==> src/rtl/spi_host_pkg.sv <==
package spi_host_pkg;

  localparam int REG_W = 8;
  localparam int EXP_W = 5;

  localparam logic [1:0] ADDR_STATUS = 2'd0;
  localparam logic [1:0] ADDR_CONFIG = 2'd1;
  localparam logic [1:0] ADDR_DATA   = 2'd2;

  // configuration bit positions
  localparam int CFG_CPOL  = 7;
  localparam int CFG_CPHA  = 6;
  localparam int CFG_MSB   = 5;

  // status bit positions
  localparam int STAT_DONE = 1;
  localparam int STAT_BUSY = 0;

  // strobes from control to datapath
  typedef struct packed {
    logic load;     // new exchange: take write data and bit order
    logic launch;   // advance the outgoing shift register
    logic capture;  // shift in the current MISO bit
    logic finish;   // last edge: latch the received word
  } dpStrobe_t;

endpackage

==> src/rtl/spi_host_ctrl.sv <==
module spi_host_ctrl
  import spi_host_pkg::*;
#(
  parameter int DATA_W     = 8,
  parameter int EXP_OFFSET = 16,
  parameter int CNT_W      = 16
) (
  input  logic              clk,
  input  logic              rstN,
  input  logic [1:0]        regAddr,
  input  logic              regWrEn,
  input  logic [DATA_W-1:0] regWrData,
  input  logic [DATA_W-1:0] rxByte,
  output logic [DATA_W-1:0] regRdData,
  output dpStrobe_t         strobe,
  output logic              orderMsb,
  output logic              sckOut,
  output logic              busy,
  output logic              doneFlag,
  output logic              idleCpol
);

  localparam int EDGE_CNT = 2 * DATA_W;
  localparam int EDGE_W   = $clog2(EDGE_CNT);
  localparam logic [EDGE_W-1:0] LAST_EDGE = EDGE_W'(EDGE_CNT - 1);
  localparam logic [CNT_W-1:0]  CNT_ONE   = {{(CNT_W-1){1'b0}}, 1'b1};

  logic [REG_W-1:0]  cfgReg;
  logic [CNT_W-1:0]  halfCnt;
  logic [CNT_W-1:0]  limitM1;
  logic [EDGE_W-1:0] edgeIdx;
  logic              phaseBit;
  logic              actCpha;
  logic              actCpol;

  logic startXfer, cfgWr, statWr, tick, leading, lastEdge;

  // half-period minus one for a given exponent, saturating at both ends
  function automatic logic [CNT_W-1:0] limitFor(input logic [EXP_W-1:0] e);
    int sh;
    sh = int'(e) - EXP_OFFSET;
    if (sh < 0) sh = 0;
    if (sh > CNT_W - 1) sh = CNT_W - 1;
    return (CNT_ONE << sh) - CNT_ONE;
  endfunction

  always_comb begin
    startXfer = regWrEn && (regAddr == ADDR_DATA) && !busy;
    cfgWr     = regWrEn && (regAddr == ADDR_CONFIG);
    statWr    = regWrEn && (regAddr == ADDR_STATUS);
    tick      = busy && (halfCnt == limitM1);
    leading   = ~edgeIdx[0];
    lastEdge  = (edgeIdx == LAST_EDGE);
  end

  always_comb begin
    strobe.load    = startXfer;
    strobe.capture = tick && (actCpha ? !leading : leading);
    strobe.launch  = tick && (actCpha ? (leading && (edgeIdx != '0))
                                      : (!leading && !lastEdge));
    strobe.finish  = tick && lastEdge;
  end

  always_ff @(posedge clk) begin
    if (!rstN) begin
      cfgReg   <= '0;
      busy     <= 1'b0;
      doneFlag <= 1'b0;
      halfCnt  <= '0;
      limitM1  <= '0;
      edgeIdx  <= '0;
      phaseBit <= 1'b0;
      actCpha  <= 1'b0;
      actCpol  <= 1'b0;
    end else begin
      if (startXfer) begin
        busy     <= 1'b1;
        actCpha  <= cfgReg[CFG_CPHA];
        actCpol  <= cfgReg[CFG_CPOL];
        limitM1  <= limitFor(cfgReg[EXP_W-1:0]);
        halfCnt  <= '0;
        edgeIdx  <= '0;
        phaseBit <= 1'b0;
      end else if (busy) begin
        if (tick) begin
          halfCnt  <= '0;
          phaseBit <= ~phaseBit;
          edgeIdx  <= edgeIdx + 1'b1;
          if (lastEdge) busy <= 1'b0;
        end else begin
          halfCnt <= halfCnt + CNT_ONE;
        end
      end

      if (cfgWr) cfgReg <= regWrData[REG_W-1:0];

      if (strobe.finish)                        doneFlag <= 1'b1;
      else if (statWr && !regWrData[STAT_DONE]) doneFlag <= 1'b0;
    end
  end

  always_comb begin
    regRdData = '0;
    case (regAddr)
      ADDR_STATUS: begin
        regRdData[STAT_DONE] = doneFlag;
        regRdData[STAT_BUSY] = busy;
      end
      ADDR_CONFIG: regRdData[REG_W-1:0] = cfgReg;
      ADDR_DATA:   regRdData = rxByte;
      default:     regRdData = '0;
    endcase
  end

  assign orderMsb = cfgReg[CFG_MSB];
  assign idleCpol = cfgReg[CFG_CPOL];
  assign sckOut   = (busy ? actCpol : cfgReg[CFG_CPOL]) ^ phaseBit;

endmodule

==> src/rtl/spi_host_dp.sv <==
module spi_host_dp
  import spi_host_pkg::*;
#(
  parameter int DATA_W = 8
) (
  input  logic              clk,
  input  logic              rstN,
  input  dpStrobe_t         strobe,
  input  logic [DATA_W-1:0] wrData,
  input  logic              orderMsb,
  input  logic              miso,
  output logic              mosi,
  output logic [DATA_W-1:0] rxByte
);

  logic [DATA_W-1:0] txShift;
  logic [DATA_W-1:0] rxShift;
  logic [DATA_W-1:0] rxNext;
  logic              msbFirst;

  always_comb begin
    rxNext = msbFirst ? {rxShift[DATA_W-2:0], miso}
                      : {miso, rxShift[DATA_W-1:1]};
  end

  always_ff @(posedge clk) begin
    if (!rstN) begin
      txShift  <= '0;
      rxShift  <= '0;
      rxByte   <= '0;
      msbFirst <= 1'b0;
    end else begin
      if (strobe.load) begin
        txShift  <= wrData;
        msbFirst <= orderMsb;
        rxShift  <= '0;
      end else begin
        if (strobe.launch)
          txShift <= msbFirst ? (txShift << 1) : (txShift >> 1);
        if (strobe.capture)
          rxShift <= rxNext;
        if (strobe.finish)
          rxByte <= strobe.capture ? rxNext : rxShift;
      end
    end
  end

  assign mosi = msbFirst ? txShift[DATA_W-1] : txShift[0];

endmodule

==> src/rtl/spi_host_port.sv <==
module spi_host_port
  import spi_host_pkg::*;
#(
  parameter int DATA_W     = 8,
  parameter int EXP_OFFSET = 16,
  parameter int CNT_W      = 16
) (
  input  logic              clk,
  input  logic              rstN,
  input  logic [1:0]        regAddr,
  input  logic              regWrEn,
  input  logic [DATA_W-1:0] regWrData,
  output logic [DATA_W-1:0] regRdData,
  output logic              sck,
  output logic              mosi,
  input  logic              miso
);

  dpStrobe_t         strobe;
  logic [DATA_W-1:0] rxByte;
  logic              orderMsb;
  logic              busy;
  logic              doneFlag;
  logic              idleCpol;

  spi_host_ctrl #(
    .DATA_W(DATA_W), .EXP_OFFSET(EXP_OFFSET), .CNT_W(CNT_W)
  ) ctrl_i (
    .clk(clk), .rstN(rstN), .regAddr(regAddr), .regWrEn(regWrEn),
    .regWrData(regWrData), .rxByte(rxByte), .regRdData(regRdData),
    .strobe(strobe), .orderMsb(orderMsb), .sckOut(sck), .busy(busy),
    .doneFlag(doneFlag), .idleCpol(idleCpol)
  );

  spi_host_dp #(.DATA_W(DATA_W)) dp_i (
    .clk(clk), .rstN(rstN), .strobe(strobe), .wrData(regWrData),
    .orderMsb(orderMsb), .miso(miso), .mosi(mosi), .rxByte(rxByte)
  );

endmodule

==> config.mk <==
export PLATFORM = sky130hd
export DESIGN_NAME = spi_host_port
export DESIGN_NICKNAME = d
export VERILOG_FILES = /design/src/rtl/spi_host_pkg.sv /design/src/rtl/spi_host_ctrl.sv /design/src/rtl/spi_host_dp.sv /design/src/rtl/spi_host_port.sv
export SDC_FILE = /design/constraint.sdc
export NUM_CORES = 1
export LEC_CHECK = 0
export BUFFER_PORTS_ARGS = -buffer_cell sky130_fd_sc_hd__buf_2
export CAP_MARGIN = 0
export CORE_MARGIN = 2
export CORE_UTILIZATION = 45
export CTS_CLUSTER_SIZE = 8
export DETAILED_ROUTE_END_ITERATION = 10
export PLACE_DENSITY_LB_ADDON = 0.12
export SLEW_MARGIN = 20
export SYNTH_ARGS = -nofsm -noshare
export SYNTH_HDL_FRONTEND = slang
export SYNTH_SLANG_ARGS = --single-unit
==> constraint.sdc <==
create_clock -name clk -period 2.6 [get_ports clk]
set_clock_uncertainty 0.2 [all_clocks]
set_input_delay 0.13 -clock clk [delete_from_list [all_inputs] [get_ports clk]]
set_output_delay 0.13 -clock clk [all_outputs]
set_load 0.1 [all_outputs]
* After elaboration in Yosys (flattened, before gate mapping) *
Cells that the tools add are included.

storage, ports and cells
  ROM bits = 0
  flip-flop bits (word level) = 74
  memories = 0
  RAM bits = 0
  input bits = 14
  bits in latches = 0

operators by class
  div/mod/pow operators = 0
  add/subtract/negate cells = 4
  magnitude comparators = 2
  equality and inequality tests = 4
  reduce and logical (&&, ||, !) cells = 21
  shift-type cells = 1
  multipliers = 0
  mux-type cells = 24
  bitwise gates (word level) = 5

operators by type and width
  cell                     count
  $mux W32                 6
  $mux W8                  5
  $gt A32 B5 Y1 const B    1
  $lt A32 B1 Y1 const B    1
  $shl A1 B32 Y16 const A  1
  $add A16 B1 Y16 const B  1
  $eq A16 B16 Y1           1
  $mux W16                 1
  $sub A16 B1 Y16 const B  1
  $pmux W6 S2              1
  $logic_and A1 B1 Y1      11
  $mux W1                  10
  $pmux W2 S3              1
  $sub A5 B5 Y6 const B    1
  $add A4 B1 Y4 const B    1
  $eq A4 B4 Y1 const B     1
  $not A1 Y1               4
  $reduce_and A2 Y1        2
  $reduce_bool A2 Y1       2
  $reduce_bool A4 Y1       1
  $logic_not A1 Y1         3
  $eq A2 B1 Y1 const B     1
  $eq A2 B2 Y1 const B     1
  $logic_not A2 Y1         1
  2 further kinds          2

* Longest topological paths before layout *
  depth in word-level cells = 11
  depth in mapped cells = 9
  mapped depth without buffers = 8

* Hierarchy *
A second synthesis with hierarchy kept.

second synthesis, totals
  cells, all modules = 451
  area, all modules = 3871.2 um^2

modules (own cells, without submodules)
  module         sequential area each (um^2)  cells an instance  area each (um^2)  instances
  spi_host_ctrl  980.9                        328                2648.8            1
  spi_host_dp    500.5                        123                1222.4            1

* Least setup slack after synthesis *
OpenSTA, ideal clock, no wires.

  path type = flip-flop to output port
  start = register ctrl_i.busy
  end = output sck
  setup slack = -50 ps
  data required time = 2270 ps
  cell stages (with the launch flop) = 4
  data arrival time = 2320 ps
  path through = dfxtp_1 > clkbuf_1 > mux2i_1 > xnor2_1

between the ends
  cells in the longest elaborated chain, start to end = 2

RTL lines
  element                 RTL line              source
  start, declared         spi_host_ctrl.sv:18   output logic busy,
  start signal, assigned  spi_host_ctrl.sv:67   busy <= 1'b0;
  start signal, assigned  spi_host_ctrl.sv:77   busy <= 1'b1;
  start signal, assigned  spi_host_ctrl.sv:89   if (lastEdge) busy <= 1'b0;
  $mux W1                 spi_host_ctrl.sv:117  assign sckOut = (busy ? actCpol : cfgReg[CFG_CPOL]) ^ phaseBit;
  $xor A1 B1 Y1           spi_host_ctrl.sv:117
  end, declared           spi_host_port.sv:14   output logic sck,

Every way passes these cells.

* Final worst setup path *
  start = register ctrl_i.halfCnt[12]
  end = register ctrl_i.edgeIdx[3]

between the ends
  cells in the longest elaborated chain, start to end = 3

RTL lines
  element                      RTL line             source
  start, declared              spi_host_ctrl.sv:29  logic [CNT_W-1:0] halfCnt;
  start signal, assigned       spi_host_ctrl.sv:91  halfCnt <= halfCnt + CNT_ONE;
  $eq A16 B16 Y1               spi_host_ctrl.sv:51  tick = busy && (halfCnt == limitM1);
  $logic_and A1 B1 Y1          spi_host_ctrl.sv:51
  $reduce_and A2 Y1 (no line)  n/a
  end signal, assigned         spi_host_ctrl.sv:88  edgeIdx <= edgeIdx + 1'b1;
  end, declared                spi_host_ctrl.sv:31  logic [EDGE_W-1:0] edgeIdx;

Every way passes these cells.
A chain may end at the register's enable or synchronous reset.

==> summary.txt <==
====================================================================================
Global-route wire length before repair                                     15,600 µm
Clock tree sinks                                                                  74
Initial antenna violation count                                                    0
Min-delay worst type                                                          in2reg
Seq pwr share                                                                  47.7%
Die extent in x                                                              95.7 µm
Internal Pwr Total                                                           1.81 mW
Number of pins exceeding their max-slew limit in the final report                  0
Primary FF master, synth                                                     dfxtp_1
Synth Instances                                                                  449
Die ar.                                                                     9160 µm²
Vias in the first global route                                                 3,099
Switching part of the total                                                    26.4%
Ys Warns                                                                           0
Most used cells in the layout excluding fill and tap cells              74 x dfxtp_1, 50 x nand2_1, 28 x a21oi_1, 26 x nor2_1, 26 x nand3_1
Final period demand of the worst path                                        2.44 ns
Critical path class                                                          reg2reg
Flop and latch count out of synthesis                                             74
Overall fraction of global-route tracks in use                                 22.4%
Detailed-route vias per instance                                                5.55
Part of the Yosys area used for sequential elements                            39.1%
Most area-consuming cells after synthesis                               dfxtp_1 39%, nand2_1 5.0%, xor2_1 4.2%
Data arrival time of the critical path                                       2.52 ns
Clk Latency, worst-skew pair                                                 0.35 ns
Initial detailed-routing violation count                                         147
Half-perimeter wire length after placement                                   6960 µm
Max IR drop VDD                                                           0.000269 V
Pin count of the biggest net entering global routing                              27
LEAKAGE                                                                      1.73 nW
Area added between synthesis and finish                                        16.6%
Global route total overflow                                                        0
Part of the power in combinational logic                                       11.7%
Count of nets left with antenna violations after detail routing                    0
Ports                                                                             24
Most common cell after layout, fill and taps aside                           dfxtp_1
PwrDens                                                                   559 nW/µm²
Share of power burned in the clock network                                     40.6%
Count of max-cap constraint violations                                             0
Outcome                                                                 finished clean
Top cell type's share of synthesized area                                      39.1%
Core Util, Final                                                               54.0%
Switching Power                                                               652 µW
Antenna diodes                                                                     0
Yosys top cell by area                                                       dfxtp_1
Mapped Area                                                                 3790 µm²
Detailed-routing iteration count for the pre-antenna-repair pass                   7
Synth Area per Inst                                                         8.43 µm²
Transition time of the tightest slew-check pin                              0.777 ns
NumNets Final                                                                    508
Post-detailed-routing wire length                                            9850 µm
Routed wirelength normalized by instance count                               16.6 µm
Accumulated negative setup slack                                                0 ns
Number of enable flip-flop cells after synthesis                                   0
Placeable core region                                                       8180 µm²
Max transition margin                                                          47.9%
Count of standard-cell rows                                                       33
DRC                                                                                0
Worst setup EP type                                                         register
Required time worst endpoint                                                 2.68 ns
Clock root buffer                                                           clkbuf_8
Number of distinct library cells after synthesis                                  51
TritonCTS clock tree                                                           built
Count of buffers inserted at the top-level ports                                  23
Maximum number of buffers from clock root to sink                                  2
Setup repair after global routing missed its margin                               no
Highest clock rate                                                           410 MHz
Via count of the routed design                                                 3,300
Fraction of the cycle the final worst path needs                               93.8%
Layout cells sized above 1                                                     12.2%
Clock Pin Slew Worst Setup and Hold Paths                                    0.08 ns
Max Fanout on Critical Path                                                       19
Mapped Nets                                                                      471
Final setup violation count                                                        0
GPL Wtd Cong                                                                   0.841
Die span in y                                                                95.7 µm
TritonCTS buffer count                                                             9
Count of final hold-check violations                                               0
H-tree Lvls                                                                        3
Crit path launch type                                                       register
Proportion of synthesized flip-flops having asynchronous set or reset             0%
Initial cell density of the core                                               46.3%
====================================================================================
==> final timing paths <==
| check | slack (ns) | from | cells past startpoint | end |
|---|---|---|---|---|
| max | 0.16 | ctrl_i.halfCnt[12] | 5 | ctrl_i.edgeIdx[3] |
| min | 0.01 | miso | 4 | dp_i.rxShift[0] |
| max reg2reg | 0.16 | ctrl_i.halfCnt[12] | 5 | ctrl_i.edgeIdx[3] |
| min reg2reg | 0.26 | ctrl_i.actCpol | 2 | ctrl_i.actCpol |
==> flip-flops by register name (all words and copies together) (netlist names) <==
signal / cells
ctrl_i.halfCnt: 16
ctrl_i.limitM1: 16
ctrl_i.cfgReg: 8
dp_i.rxByte: 8
dp_i.rxShift: 8
dp_i.txShift: 8
ctrl_i.edgeIdx: 4
ctrl_i.actCpha: 1
ctrl_i.actCpol: 1
ctrl_i.busy: 1
ctrl_i.doneFlag: 1
ctrl_i.phaseBit: 1
dp_i.msbFirst: 1
==> layout make-up <==
| class | instances | area, µm² |
|---|---|---|
| fill | 772 | 3760 |
| multi-input combinational | 338 | 2160 |
| sequential | 74 | 1480 |
| timing repair buffer | 55 | 395 |
| clock buffer | 10 | 138 |
| tap | 105 | 131 |
| clock inverter | 5 | 78.8 |
| inverter | 8 | 30.0 |
==> power by group through the flow <==
stage | logic (mW) | clock network (mW) | registers, mW
5_1_grt | 0.314 | 1.07 | 1.18
2_1_floorplan | 0.194 | 0 | 1.19
3_3_place_gp | 0.269 | 0 | 1.20
6_report | 0.289 | 1.00 | 1.18
3_5_place_dp | 0.272 | 0 | 1.20
4_1_cts | 0.287 | 1.02 | 1.18
==> per-layer routing <==
metal	global-route usage, %	share of wire, %	vias up
met5	0	0	-
met4	8.45	1.5	0
met3	3.52	3.6	14
met2	34.8	46	66
met1	31.2	49	1536
li1	-	-	1684
==> per-stage QoR <==
step	power, mW	cells	hold WS [ns]	setup slack [ns]	area, µm²
after global placement	1.47	564	0.202	0.276	4040
after global routing	2.56	595	0.0525	0.0303	4410
after detailed placement	1.47	564	0.212	0.202	4040
final	2.47	595	0.0112	0.162	4410
after CTS	2.48	595	0.00438	0.170	4410
after floorplan	1.39	449	0.0775	0.0730	3790
==> synth_stat cells, drive strengths merged (7+ instances only) <==
cell / instances
a211oi: 13
a21oi: 29
o211ai: 8
xor2: 18
nand4: 7
clkbuf: 21
nand2: 51
xnor2: 15
nor4: 10
buf: 8
dfxtp: 74
o21ai: 17
mux2i: 13
nor3: 7
nor2: 26
inv: 8
a22o: 9
o21bai: 9
ha: 8
nand3: 26
and3: 12
nor2b: 17
==> logic make-up (layout without fill, tap and decap cells) <==
kind of cell             count (synthesis)  after routing  synth area share (%)
AO/OA/AOI/OAI                          105            105                  18.6
AND/OR/NAND/NOR                        178            178                  24.2
XOR/XNOR                                33             33                  7.63
multiplexers                            14             14                  3.73
buffers and inverters                   37             78                  4.03
adder cells (fa/ha/maj)                  8              8                  2.64
flip-flops                              74             74                  39.1
==> critical path, stage by stage, from the launching register on <==
cell	delay, ns
dfxtp_1	0.35
xor2_1	0.15
nor3_1	0.57
nand2_2	0.37
or4_1	0.58
a21oi_1	0.14
==> repair_timing <==
action                                 CTS  global route
hold buffers                            16             0
setup buffers                            0             0
endpoints found under the hold margin   17             0
gates resized for setup                  0             0
Note: power is estimated with default switching activity, not from simulation.
